## src/rtl/can_crc15_pkg.sv

```systemverilog
// Package: shared constants and the control-decision type for the
// serial CAN check-sequence generator.
package can_crc15_pkg;

    localparam int          CRC_W_DEF = 15;
    localparam logic [14:0] POLY_DEF  = 15'h4599;

    // Operation selected for the remainder register on one clock edge.
    typedef enum logic [1:0] {
        OP_HOLD  = 2'd0,
        OP_CLEAR = 2'd1,
        OP_SHIFT = 2'd2,
        OP_FEED  = 2'd3
    } crc_op_e;

endpackage

```

## src/rtl/can_crc15_ctrl.sv

```systemverilog
// Module: can_crc15_ctrl
// Decodes the control inputs into one register operation.
// Priority order: clear, then serial shift, then data feed, then hold.
// Assumes the inputs are synchronous to the register clock.
module can_crc15_ctrl
    import can_crc15_pkg::*;
(
    input  logic    clear_i,
    input  logic    shift_i,
    input  logic    bit_valid_i,
    output crc_op_e op_o
);

    // Priority decode of the control inputs.
    always_comb begin
        if (clear_i)          op_o = OP_CLEAR;
        else if (shift_i)     op_o = OP_SHIFT;
        else if (bit_valid_i) op_o = OP_FEED;
        else                  op_o = OP_HOLD;
    end

endmodule

```

## src/rtl/can_crc15_step.sv

```systemverilog
// Module: can_crc15_step
// Combinational one-bit remainder update. The feedback is the data bit XOR
// the top register bit. The register shifts left, and the polynomial taps
// flip where the feedback is one.
// Assumes POLY holds the generator without its top term, x^0 in bit 0.
module can_crc15_step #(
    parameter int             CRC_W = 15,
    parameter logic [CRC_W-1:0] POLY  = 15'h4599
) (
    input  logic [CRC_W-1:0] cur_i,
    input  logic             din_i,
    output logic [CRC_W-1:0] nxt_o
);

    logic             fb;
    logic [CRC_W-1:0] shifted;

    // Feedback and plain left shift.
    always_comb begin
        fb      = din_i ^ cur_i[CRC_W-1];
        shifted = {cur_i[CRC_W-2:0], 1'b0};
    end

    // One XOR per bit position, used only where the polynomial has a tap.
    for (genvar i = 0; i < CRC_W; i++) begin : g_tap
        if (POLY[i]) begin : g_xor
            assign nxt_o[i] = shifted[i] ^ fb;
        end else begin : g_wire
            assign nxt_o[i] = shifted[i];
        end
    end

endmodule

```

## src/rtl/can_crc15_reg.sv

```systemverilog
// Module: can_crc15_reg
// Remainder storage. Applies the decoded operation on each clock edge.
// Reset is synchronous and active low. Assumes feed_i and shl_i are
// computed from q_o in the same cycle.
module can_crc15_reg
    import can_crc15_pkg::*;
#(
    parameter int CRC_W = 15
) (
    input  logic             clk,
    input  logic             rst_n,
    input  crc_op_e          op_i,
    input  logic [CRC_W-1:0] feed_i,
    input  logic [CRC_W-1:0] shl_i,
    output logic [CRC_W-1:0] q_o
);

    // Register update, chosen by the operation.
    always_ff @(posedge clk) begin
        if (!rst_n) begin
            q_o <= '0;
        end else begin
            unique case (op_i)
                OP_CLEAR: q_o <= '0;
                OP_SHIFT: q_o <= shl_i;
                OP_FEED:  q_o <= feed_i;
                default:  q_o <= q_o;
            endcase
        end
    end

endmodule

```

## src/rtl/can_crc15_gen.sv

```systemverilog
// Module: can_crc15_gen (top)
// Bit-serial CAN check-sequence generator with parallel and MSB-first
// serial readout. Assumes the caller presents only destuffed bits, from
// start-of-frame through the data field, and pulses clear_i before each
// frame.
module can_crc15_gen
    import can_crc15_pkg::*;
#(
    parameter int               CRC_W = CRC_W_DEF,
    parameter logic [CRC_W-1:0] POLY  = POLY_DEF
) (
    input  logic             clk,
    input  logic             rst_n,
    input  logic             clear_i,
    input  logic             bit_valid_i,
    input  logic             bit_i,
    input  logic             shift_i,
    output logic [CRC_W-1:0] crc_o,
    output logic             ser_o
);

    crc_op_e          op;
    logic [CRC_W-1:0] crc_q;
    logic [CRC_W-1:0] feed_val;
    logic [CRC_W-1:0] shl_val;

    can_crc15_ctrl u_ctrl (
        .clear_i     (clear_i),
        .shift_i     (shift_i),
        .bit_valid_i (bit_valid_i),
        .op_o        (op)
    );

    can_crc15_step #(.CRC_W(CRC_W), .POLY(POLY)) u_step (
        .cur_i (crc_q),
        .din_i (bit_i),
        .nxt_o (feed_val)
    );

    // Zero-fill left shift for the serial readout.
    always_comb shl_val = {crc_q[CRC_W-2:0], 1'b0};

    can_crc15_reg #(.CRC_W(CRC_W)) u_reg (
        .clk    (clk),
        .rst_n  (rst_n),
        .op_i   (op),
        .feed_i (feed_val),
        .shl_i  (shl_val),
        .q_o    (crc_q)
    );

    // Drive the parallel and serial outputs.
    always_comb begin
        crc_o = crc_q;
        ser_o = crc_q[CRC_W-1];
    end

endmodule

```

## config.mk

```make
export PLATFORM = sky130hd
export DESIGN_NAME = can_crc15_gen
export DESIGN_NICKNAME = d
export VERILOG_FILES = /design/src/rtl/can_crc15_pkg.sv /design/src/rtl/can_crc15_ctrl.sv /design/src/rtl/can_crc15_step.sv /design/src/rtl/can_crc15_reg.sv /design/src/rtl/can_crc15_gen.sv
export SDC_FILE = /design/constraint.sdc
export NUM_CORES = 1
export LEC_CHECK = 0
export ABC_CLOCK_PERIOD_IN_PS = 1100
export CAP_MARGIN = 5
export CORE_AREA = 2 2 40 46
export CTS_BUF_LIST = sky130_fd_sc_hd__clkbuf_4
export CTS_CLUSTER_DIAMETER = 60
export DETAILED_ROUTE_END_ITERATION = 8
export DIE_AREA = 0 0 42 48
export GPL_ROUTABILITY_DRIVEN = 0
export PLACE_DENSITY = 0.71
export SYNTH_ARGS = -nofsm -noshare
export SYNTH_HDL_FRONTEND = slang
export SYNTH_SLANG_ARGS = --single-unit
```

## constraint.sdc

```tcl
create_clock -name clk -period 1.1 [get_ports clk]
set_clock_uncertainty 0.1 [all_clocks]
set_input_delay 0.165 -clock clk [delete_from_list [all_inputs] [get_ports clk]]
set_output_delay 0.165 -clock clk [all_outputs]
set_load 0.01 [all_outputs]
```

==> Implementation_results.wiki, run 1 <==
{| class="wikitable"
! Metric !! Value
|-
| Leading register cell type out of synthesis || sky130_fd_sc_hd__dfxtp_1
|-
| Registers with the highest flip-flop counts || u_reg.q_o (15)
|-
| Post-Synthesis Cells || between 60 and 70
|-
| Startpoint of the worst-slack reg-to-reg timing path || u_reg.q_o[14]
|-
| Register with the most flip-flops || u_reg.q_o
|-
| I/O Pins || 22
|-
| DRC viols || 0
|-
| Initial core utilization || between 30% and 40%
|-
| Synth Warn # || 0
|-
| Largest net degree at the start of global routing || 21
|-
| Row cnt || 15
|-
| Slowest library cell on the worst path || sky130_fd_sc_hd__dfxtp_2
|-
| Max Fanout on Critical Path || 7
|-
| Slew Viols, Final || 0
|-
| Required time of the critical path || around 1200 ps
|-
| Most numerous cell types in the synthesized netlist || 16 x sky130_fd_sc_hd__nand2_1, 15 x sky130_fd_sc_hd__dfxtp_1, 9 x sky130_fd_sc_hd__a21oi_1
|-
| Die Height || around 48 um
|-
| Worst-path cell chain || xnor2_1 -> nor3b_2 -> buf_6 -> xnor2_2 -> a211oi_2
|-
| Layout area overhead || 69.4%
|-
| Violations in the final reports || negative setup slack
|-
| Number of filler cells placed in the layout || roughly 130
|-
| Clock transition time at the flip-flop clock pins of the worst setup and hold paths || 90 ps
|-
| Final period demand of the worst path || between 1000 and 1500 ps
|-
| Fraction of layout cells with a size suffix above 1 || a little under 60%
|-
| Leakage power of the design || roughly 0.47 nW
|-
| Sink of the worst hold path || u_reg.q_o[7]
|-
| Worst path arrival time || between 1000 and 1500 ps
|-
| Total count of hold-check failures in the final report || 0
|-
| Placed cell area || 927 um^2
|-
| Setup TNS || -1420 ps
|-
| Number of storage elements in the synthesis netlist || 15
|-
| Buffering stage count on the worst path with inverters included || 1
|-
| First-pass GRT wire length || between 2 and 2.5 mm
|-
| CTS Buffer Depth || 2
|-
| Unrepaired setup endpoints after global routing || true
|-
| Final design instance area without fill || 1010 um^2
|-
| Number of buffers added by the clock tree synthesis step || 3
|-
| Reg-to-reg endpoint || u_reg.q_o[14]
|-
| Number of levels in the clock H-tree || 1
|-
| Syn nets || 75
|-
| Final worst path period share || 118%
|-
| Die Footprint || approximately 2000 um^2
|-
| Fin nets || 121
|-
| FFs w/ async S/R, synth || 0%
|-
| Die X-Extent || 42 um
|-
| Cell taking the most area after synthesis || sky130_fd_sc_hd__dfxtp_1
|-
| Slew headroom || a little under nine tenths
|-
| Area of the mapped netlist || roughly 600 um^2
|-
| Root buf cell || sky130_fd_sc_hd__clkbuf_4
|-
| Number of antenna violations at the first check in global routing || 0
|-
| Type of origin of the critical path || flip-flop
|-
| Total Wirelength || approximately 1.6 mm
|-
| Antenna violation net count after detailed routing || 0
|-
| Maximum ir drop on the vdd rail || between 0.7 and 0.8 mV
|-
| Worst Path Class, Setup || reg2reg
|-
| Number of flip-flops in the largest register || 15
|-
| Fmax || 771 MHz
|-
| Critical path endpoint category || flip-flop
|-
| Overall routing resource usage || roughly 15%
|-
| Depth of the worst register-to-register path || 5
|-
| Initial detailed-routing violation count || 17
|-
| Number of clock sinks || 15
|-
| Maxcap violations || 0
|-
| Final global-route overflow total || 0
|-
| Synthesized area divided by synthesized cell count || between 8 and 9 um^2
|-
| Drt first pass iters || 4
|-
| Class of the tightest hold or removal check || in2reg
|-
| Worst slew pin tran || about 210 ps
|-
| Floorplan core area || 1520 um^2
|-
| Total of buffers placed on input and output ports || 21
|-
| Via count of the first global-routing pass || between 500 and 600
|-
| Hold buffer count at CTS || 0
|-
| Vias/cell || 4.89
|-
| Area share of the largest cell type after synthesis || 50.3%
|-
| Total setup violations reported at the end of the flow || 9
|-
| Family with the most delay on the worst path || flip-flops
|-
| Final worst-path setup slack || -196 ps
|-
| Wire length per cell after detailed routing || 12.6 um
|-
| Power density over the cells || 1040 nW/um^2
|-
| Cell variety after synth || 12
|-
| Proportion of synthesized chip area in sequential cells || 50.3%
|-
| Setup slack, reg-to-reg || -200 ps
|-
| Outcome || finished, violations left
|-
| Clock Latency Late Sink || 270 ps
|-
| WHS Path Cells || 3
|-
| Largest stage delay, worst path || ~340 ps
|-
| HP Start || bit_valid_i
|-
| Number of enable flip-flop cells after synthesis || 0
|-
| TritonCTS clock tree || yes
|-
| Design Power || between 1 and 1.5 mW
|-
| Synth area leaders || sky130_fd_sc_hd__dfxtp_1 50%, sky130_fd_sc_hd__xnor2_1 10%, sky130_fd_sc_hd__nand2_1 10%
|-
| Number of diodes || 0
|-
| Final HPWL from detailed placement || roughly 950 um
|-
| Detailed-route via count || 640
|-
| Top-count cell post-synth || sky130_fd_sc_hd__nand2_1
|}
area by class of cell:
| cell class | count | area (um^2) | share of cell area, % |
|---|---|---|---|
| Clock buffer | 4 | 30.0 | 2.97 |
| Timing Repair Buffer | 45 | 344 | 34.0 |
| Tap cell | 17 | 21.3 | 2.10 |
| Multi-Input combinational cell | 50 | 297 | 29.3 |
| Sequential cell | 15 | 319 | 31.6 |
stage by stage:
| stage | setup WS [ps] | instances | hold slack [ps] | util, % |
|---|---|---|---|---|
| 2_1_floorplan | -119 | 69 | 306 | - |
| 5_1_grt | -233 | 131 | 342 | 66.5 |
| 3_3_place_gp | -439 | 119 | 360 | 61.0 |
| 3_5_place_dp | -487 | 119 | 365 | 61.0 |
| 6_report | -196 | 131 | 294 | 66.5 |
| 4_1_cts | -174 | 125 | 482 | 66.6 |
placed cells by master, fill, tap and decap left out:
| cell | count |
|---|---|
| sky130_fd_sc_hd__buf_4 | 22 |
| sky130_fd_sc_hd__nand2_1 | 16 |
| sky130_fd_sc_hd__dfxtp_2 | 15 |
| sky130_fd_sc_hd__buf_2 | 13 |
| sky130_fd_sc_hd__a21oi_1 | 8 |
| sky130_fd_sc_hd__nor2_1 | 7 |
| sky130_fd_sc_hd__xnor2_1 | 6 |
| sky130_fd_sc_hd__a211oi_1 | 5 |
| sky130_fd_sc_hd__clkbuf_4 | 4 |
| sky130_fd_sc_hd__buf_6 | 4 |
| sky130_fd_sc_hd__dlymetal6s2s_1 | 3 |
| sky130_fd_sc_hd__or2_4 | 2 |
| sky130_fd_sc_hd__clkdlybuf4s50_1 | 2 |
| sky130_fd_sc_hd__nor2_2 | 1 |
| sky130_fd_sc_hd__nand2b_1 | 1 |
| sky130_fd_sc_hd__nor3b_2 | 1 |
| sky130_fd_sc_hd__xnor2_2 | 1 |
| sky130_fd_sc_hd__a211oi_2 | 1 |
| sky130_fd_sc_hd__a21oi_2 | 1 |
| sky130_fd_sc_hd__clkdlybuf4s15_2 | 1 |
report_power, final:
group          switching (mW)  leakage (nW)  internal, mW
combinational          0.0741         0.325        0.0824
sequential            0.00565         0.129         0.555
clock                   0.168        0.0184         0.165
cells by family (layout without fill, tap and decap cells):
group	after synthesis	in the layout	share of synthesized area [%]
and+or+nand+nor	27	28	19.3
AOI/OAI and AO/OA	15	15	15.1
DFF	15	15	50.3
xor gates and xnor gates	7	7	10.3
buffers and inverters	5	49	5.03
how the worst max path moves through the flow:
stage,startpoint,endpoint,slack (ps),cells after the start
2_1_floorplan,u_reg.q_o[14],u_reg.q_o[14],-120,5
3_3_place_gp,bit_i,u_reg.q_o[8],-440,6
3_5_place_dp,bit_i,u_reg.q_o[14],-490,6
4_1_cts,u_reg.q_o[14],u_reg.q_o[14],-170,5
5_1_grt,u_reg.q_o[14],u_reg.q_o[8],-230,5
6_report,u_reg.q_o[14],u_reg.q_o[14],-200,5
worst reg2reg max path, stage by stage (launching register included):
cell and delay [ps]:
sky130_fd_sc_hd__dfxtp_2 340, sky130_fd_sc_hd__xnor2_1 130, sky130_fd_sc_hd__nor3b_2 180, sky130_fd_sc_hd__buf_6 170, sky130_fd_sc_hd__xnor2_2 70, sky130_fd_sc_hd__a211oi_2 230
layer usage:
metal	vias to the layer above	wire length (um)	GRT usage, %
met1	303	668	16.3
met2	17	868	27.2
met5	-	0	0
li1	316	-	-
met3	4	71	2.26
met4	0	41	9.68
what timing repair did:
item                       CTS  global route
gates resized for setup     70            20
setup endpoints to repair   31            29
setup buffers                2             5
pin swaps                    2             2
cloned                       0             1
(Power assumes the default switching activity.)
==> inputs of run 2 (changes only) <==
--- a/config.mk
+++ b/config.mk
@@ -10,6 +10,7 @@
 export CORE_AREA = 2 2 40 46
 export CTS_BUF_LIST = sky130_fd_sc_hd__clkbuf_4
 export CTS_CLUSTER_DIAMETER = 60
+export CTS_CLUSTER_SIZE = 40
 export DETAILED_ROUTE_END_ITERATION = 8
 export DIE_AREA = 0 0 42 48
 export GPL_ROUTABILITY_DRIVEN = 0
@@ -17,3 +18,4 @@
 export SYNTH_ARGS = -nofsm -noshare
 export SYNTH_HDL_FRONTEND = slang
 export SYNTH_SLANG_ARGS = --single-unit
+export TNS_END_PERCENT = 10
==> Implementation_results.wiki, run 2 (synthesis gave the netlist of run 1 again) <==
{| class="wikitable"
! Metric !! Value
|-
| Slew headroom || 86.0%
|-
| Initial core utilization || between 30% and 40%
|-
| Power density over the cells || about 1100 nW/um^2
|-
| Total Wirelength || ~1.4 mm
|-
| Initial detailed-routing violation count || 5
|-
| Slew Viols, Final || 0
|-
| WHS Path Cells || 5
|-
| Clock transition time at the flip-flop clock pins of the worst setup and hold paths || ~90 ps
|-
| Via count of the first global-routing pass || approximately 530
|-
| Final worst-path setup slack || -198 ps
|-
| Multi-input gate area in the final layout || 290 um^2
|-
| Antenna violation net count after detailed routing || 0
|-
| Minimum hold slack || 289 ps
|-
| Hold buffer count at CTS || 0
|-
| Final HPWL from detailed placement || approximately 980 um
|-
| Root buf cell || sky130_fd_sc_hd__clkbuf_4
|-
| Placed cell area || roughly 930 um^2
|-
| CTS Buffer Depth || 2
|-
| Class of the tightest hold or removal check || in2reg
|-
| Registers with the highest flip-flop counts || u_reg.q_o (15)
|-
| Layout area overhead || 55.8%
|-
| Violations in the final reports || negative setup slack
|-
| Number of buffers added by the clock tree synthesis step || 3
|-
| Total of buffers placed on input and output ports || 21
|-
| Number of diodes || 0
|-
| Required time of the critical path || about 1200 ps
|-
| Unrepaired setup endpoints after global routing || true
|-
| TritonCTS clock tree || yes
|-
| Number of filler cells placed in the layout || approximately 130
|-
| Share of the core filled with cells in the final layout || between 60 and 70%
|-
| Maximum ir drop on the vdd rail || approximately 0.62 mV
|-
| Fmax || slightly below 800 MHz
|-
| Die X-Extent || between 40 and 50 um
|-
| Depth of the worst register-to-register path || 5
|-
| Leakage power of the design || 0.417 nW
|-
| Max Fanout on Critical Path || 7
|-
| Fin nets || approximately 110
|-
| I/O Pins || 22
|-
| Maxcap violations || 0
|-
| Leading cell types in the layout, fill and taps excluded || 17 x sky130_fd_sc_hd__buf_4, 16 x sky130_fd_sc_hd__nand2_1, 15 x sky130_fd_sc_hd__dfxtp_2, 14 x sky130_fd_sc_hd__buf_2
|-
| Die Footprint || approximately 2000 um^2
|-
| Total count of hold-check failures in the final report || 0
|-
| Final period demand of the worst path || about 1300 ps
|-
| Critical path endpoint category || flip-flop
|-
| Clock Latency Late Sink || 280 ps
|-
| Number of antenna violations at the first check in global routing || 0
|-
| Number of cells in the finished layout apart from fillers || about 120
|-
| Register with the most flip-flops || u_reg.q_o
|-
| Vias/cell || around 4.6
|-
| Final worst path period share || 118%
|-
| First-pass GRT wire length || ~2.1 mm
|-
| Final design instance area without fill || a little over 900 um^2
|-
| Number of clock sinks || 15
|-
| Area of all sequential standard cells || between 300 and 400 um^2
|-
| Overall routing resource usage || ~14%
|-
| Floorplan core area || roughly 1500 um^2
|-
| Worst slew pin tran || 211 ps
|-
| DRC viols || 0
|-
| Die Height || 48 um
|-
| Number of flip-flops in the largest register || 15
|-
| Final global-route overflow total || 0
|-
| Fraction of layout cells with a size suffix above 1 || a little under three fifths
|-
| Total setup violations reported at the end of the flow || 9
|-
| Most common cell after layout, fill and taps aside || sky130_fd_sc_hd__buf_4
|-
| Type of origin of the critical path || flip-flop
|-
| Row cnt || 15
|-
| Number of levels in the clock H-tree || 1
|-
| Largest net degree at the start of global routing || 21
|-
| Drt first pass iters || 3
|-
| Cell Count Post-Placement || approximately 120
|-
| Worst path arrival time || approximately 1400 ps
|-
| Outcome || finished, violations left
|-
| Design Power || a little over 1 mW
|-
| Worst Path Class, Setup || reg2reg
|-
| Detailed-route via count || between 500 and 600
|-
| Wire length per cell after detailed routing || ~11 um
|}
run 2: cell types whose count changed in the layout (fill, tap and decap cells not counted), moves of 2 or more:
| cell | before | now |
|---|---|---|
| sky130_fd_sc_hd__dlymetal6s2s_1 | 3 | 1 |
| sky130_fd_sc_hd__clkdlybuf4s50_1 | 2 | 4 |
| sky130_fd_sc_hd__buf_6 | 4 | 1 |
| sky130_fd_sc_hd__clkbuf_2 | 0 | 2 |
| sky130_fd_sc_hd__buf_4 | 22 | 17 |
run 2: layout make-up:
class	count	share of cell area, %
Sequential cell	15	34.3
Multi-Input combinational cell	49	31.2
Timing Repair Buffer	39	29.2
Clock buffer	3	2.42
Tap cell	17	2.29
Clock inverter	1	0.538
run 2: per-layer routing:
metal	track usage [%]	part of all wire (%)	up-vias
met2	27.8	54	11
met3	2.26	4.1	0
met4	7.74	0	0
met5	0	0	-
li1	-	-	303
met1	15.7	42	261
run 2: path summary, 6_finish.rpt:
| path | slack (ps) | endpoint | start |
|---|---|---|---|
| worst max-delay path | -200 | u_reg.q_o[8] | u_reg.q_o[14] |
| worst min-delay path | 290 | u_reg.q_o[2] | shift_i |
| worst max register to register | -200 | u_reg.q_o[8] | u_reg.q_o[14] |
| worst min register to register | 370 | u_reg.q_o[1] | u_reg.q_o[1] |
run 2: stage by stage:
| stage | setup TNS (ps) | setup slack (ps) |
|---|---|---|
| floorplan | -689 | -119 |
| global placement | -5770 | -432 |
| detailed placement | -6280 | -513 |
| CTS | -1900 | -196 |
| global route | -1700 | -258 |
| finish | -1210 | -198 |
run 2: power breakdown:
part | internal [mW] | switching (mW) | total, mW
clock | 0.135 | 0.184 | 0.319
sequential | 0.555 | 0.00591 | 0.561
combinational | 0.0721 | 0.0673 | 0.139
total | 0.762 | 0.257 | 1.02
run 2: worst max-delay path: stages (launching register included):
cell,delay (ps)
sky130_fd_sc_hd__dfxtp_2,350
sky130_fd_sc_hd__xnor2_1,130
sky130_fd_sc_hd__nor3b_2,200
sky130_fd_sc_hd__buf_6,170
sky130_fd_sc_hd__xnor2_1,70
sky130_fd_sc_hd__a211oi_1,200
run 2: timing repair:
| item | in CTS | in global routing |
|---|---|---|
| gates resized for setup | 73 | 10 |
| buffers inserted | 0 | 1 |
| pin swaps | 2 | 3 |
| setup endpoints to repair | 31 | 19 |
==> inputs of run 3 (changes only) <==
--- a/config.mk
+++ b/config.mk
@@ -7,12 +7,12 @@
 export LEC_CHECK = 0
 export ABC_CLOCK_PERIOD_IN_PS = 1100
 export CAP_MARGIN = 5
-export CORE_AREA = 2 2 40 46
+export CORE_AREA = 2 2 42 44
 export CTS_BUF_LIST = sky130_fd_sc_hd__clkbuf_4
 export CTS_CLUSTER_DIAMETER = 60
 export CTS_CLUSTER_SIZE = 40
 export DETAILED_ROUTE_END_ITERATION = 8
-export DIE_AREA = 0 0 42 48
+export DIE_AREA = 0 0 44 46
 export GPL_ROUTABILITY_DRIVEN = 0
 export PLACE_DENSITY = 0.71
 export SYNTH_ARGS = -nofsm -noshare
==> Implementation_results.wiki, run 3 (synthesis gave the netlist of run 1 again) <==
{| class="wikitable"
! Metric !! Value
|-
| Startpoint of the worst-slack reg-to-reg timing path || u_reg.q_o[14]
|-
| Number of clock sinks || 15
|-
| Clock transition time at the flip-flop clock pins of the worst setup and hold paths || approximately 90 ps
|-
| Origin of the worst setup path || u_reg.q_o[14]
|-
| Fin nets || about 120
|-
| Placed cell area || 927 um^2
|-
| Die X-Extent || between 40 and 50 um
|-
| Final global-route overflow total || 0
|-
| Total setup violations reported at the end of the flow || 10
|-
| GRT met2 Usage || 25.6%
|-
| Register with the most flip-flops || u_reg.q_o
|-
| Max Fanout on Critical Path || 7
|-
| Number of antenna violations at the first check in global routing || 0
|-
| Detailed-route via count || 582
|-
| Violations in the final reports || negative setup slack
|-
| I/O Pins || 22
|-
| Met1 capacity usage during global routing || between 10% and 20%
|-
| Class of the tightest hold or removal check || in2reg
|-
| HP Start || shift_i
|-
| Largest net degree at the start of global routing || 21
|-
| Outcome || finished, violations left
|-
| Floorplan core area || roughly 1600 um^2
|-
| Fmax || roughly 770 MHz
|-
| Number of diodes || 0
|-
| Final design instance area without fill || about 950 um^2
|-
| Registers with the highest flip-flop counts || u_reg.q_o (15)
|-
| Total Wirelength || about 1.4 mm
|-
| Root buf cell || sky130_fd_sc_hd__clkbuf_4
|-
| DRC viols || 0
|-
| Required time of the critical path || between 1000 and 1500 ps
|-
| Unrepaired setup endpoints after global routing || true
|-
| Final HPWL from detailed placement || a little over 900 um
|-
| Overall routing resource usage || between 15 and 20%
|-
| Antenna violation net count after detailed routing || 0
|-
| Power density over the cells || approximately 1100 nW/um^2
|-
| First-pass GRT wire length || 2.20 mm
|-
| Final worst path period share || 118%
|-
| Initial detailed-routing violation count || 13
|-
| Initial core utilization || a little under two fifths
|-
| Row cnt || 15
|-
| Leakage power of the design || around 0.43 nW
|-
| Fraction of layout cells with a size suffix above 1 || between 50% and 60%
|-
| Leading cell types in the layout, fill and taps excluded || 18 x sky130_fd_sc_hd__buf_4, 16 x sky130_fd_sc_hd__nand2_1, 14 x sky130_fd_sc_hd__dfxtp_2, 13 x sky130_fd_sc_hd__buf_2, 9 x sky130_fd_sc_hd__a21oi_1
|-
| Via count of the first global-routing pass || between 500 and 600
|-
| Final worst-path setup slack || -202 ps
|-
| Critical path endpoint category || flip-flop
|-
| Design Power || 1.02 mW
|-
| Die Footprint || 2020 um^2
|-
| Die Height || between 40 and 50 um
|-
| Worst Path Class, Setup || reg2reg
|-
| Slew Viols, Final || 0
|-
| Setup slack, reg-to-reg || -200 ps
|-
| Most common cell after layout, fill and taps aside || sky130_fd_sc_hd__buf_4
|-
| Layout area overhead || 59.7%
|-
| Routing layer with the top usage in global route || met2
|-
| Total of buffers placed on input and output ports || 21
|-
| Total count of hold-check failures in the final report || 0
|-
| Number of flip-flops in the largest register || 15
|-
| Cell Count Post-Placement || between 100 and 150
|-
| Worst slew pin tran || 210 ps
|-
| Worst path arrival time || 1390 ps
|-
| Maximum ir drop on the vdd rail || between 0.5 and 0.6 mV
|-
| Clock Latency Late Sink || ~280 ps
|-
| Drt first pass iters || 4
|-
| Share of the core filled with cells in the final layout || 59.1%
|-
| Hold buffer count at CTS || 0
|-
| Setup TNS || -1320 ps
|-
| Number of cells in the finished layout apart from fillers || about 130
|-
| Number of levels in the clock H-tree || 1
|-
| Maxcap violations || 0
|-
| Number of buffers added by the clock tree synthesis step || 3
|-
| Wire length per cell after detailed routing || ~11 um
|-
| Type of origin of the critical path || flip-flop
|-
| Slew headroom || between 80% and 90%
|-
| Met3 Track Usage GR || 3.57%
|-
| CTS Buffer Depth || 2
|-
| Vias/cell || 4.66
|-
| Final period demand of the worst path || ~1300 ps
|-
| TritonCTS clock tree || yes
|}
[run 3: cell types whose count changed in the layout (fill, tap and decap cells not counted), sizes merged]
cell / delta
clkdlybuf4s15: +1
buf: +2
clkbuf: -2
[run 3: worst paths after layout]
check / endpoint / depth (start not counted)
max: u_reg.q_o[10] / 5
min: u_reg.q_o[5] / 5
max reg2reg: u_reg.q_o[10] / 5
min reg2reg: u_reg.q_o[1] / 2
[run 3: power breakdown]
part / switching [mW] / internal, mW / total [mW]
Combinational: 0.0687 / 0.0782 / 0.147
Sequential: 0.00584 / 0.555 / 0.561
Clock: 0.177 / 0.135 / 0.312
Total: 0.251 / 0.768 / 1.02
[run 3: final cells by class]
type	count	area, um^2
fillers	150	661
clock inverters	1	5.00
multi-input cells	49	289
well taps	17	21.3
flip-flops and latches	15	318
repair buffers	40	298
clock buffers	3	22.5
[run 3: metrics by stage]
step                hold WS (ps)  worst slack [ps]
floorplan                    306              -119
CTS                          365              -198
global placement             361              -424
finish                       278              -202
detailed placement           364              -436
global route                 309              -264
[run 3: repair_timing]
item | CTS | global route
hold endpoints to repair | 0 | 0
gates resized for setup | 77 | 7
setup buffers | 2 | 0
setup endpoints to repair | 31 | 23
pin swaps | 2 | 2
[run 3: critical path: stages, from the launching register on]
cell	delay, ps
sky130_fd_sc_hd__dfxtp_2	350
sky130_fd_sc_hd__xnor2_2	140
sky130_fd_sc_hd__nor3b_2	180
sky130_fd_sc_hd__buf_6	170
sky130_fd_sc_hd__xnor2_1	70
sky130_fd_sc_hd__a211oi_1	200
[run 3: layer usage]
| metal | routed length [um] | up-vias |
|---|---|---|
| met5 | 0 | - |
| met4 | 9 | 0 |
| met3 | 63 | 2 |
| met2 | 700 | 13 |
| met1 | 656 | 265 |
| li1 | - | 302 |
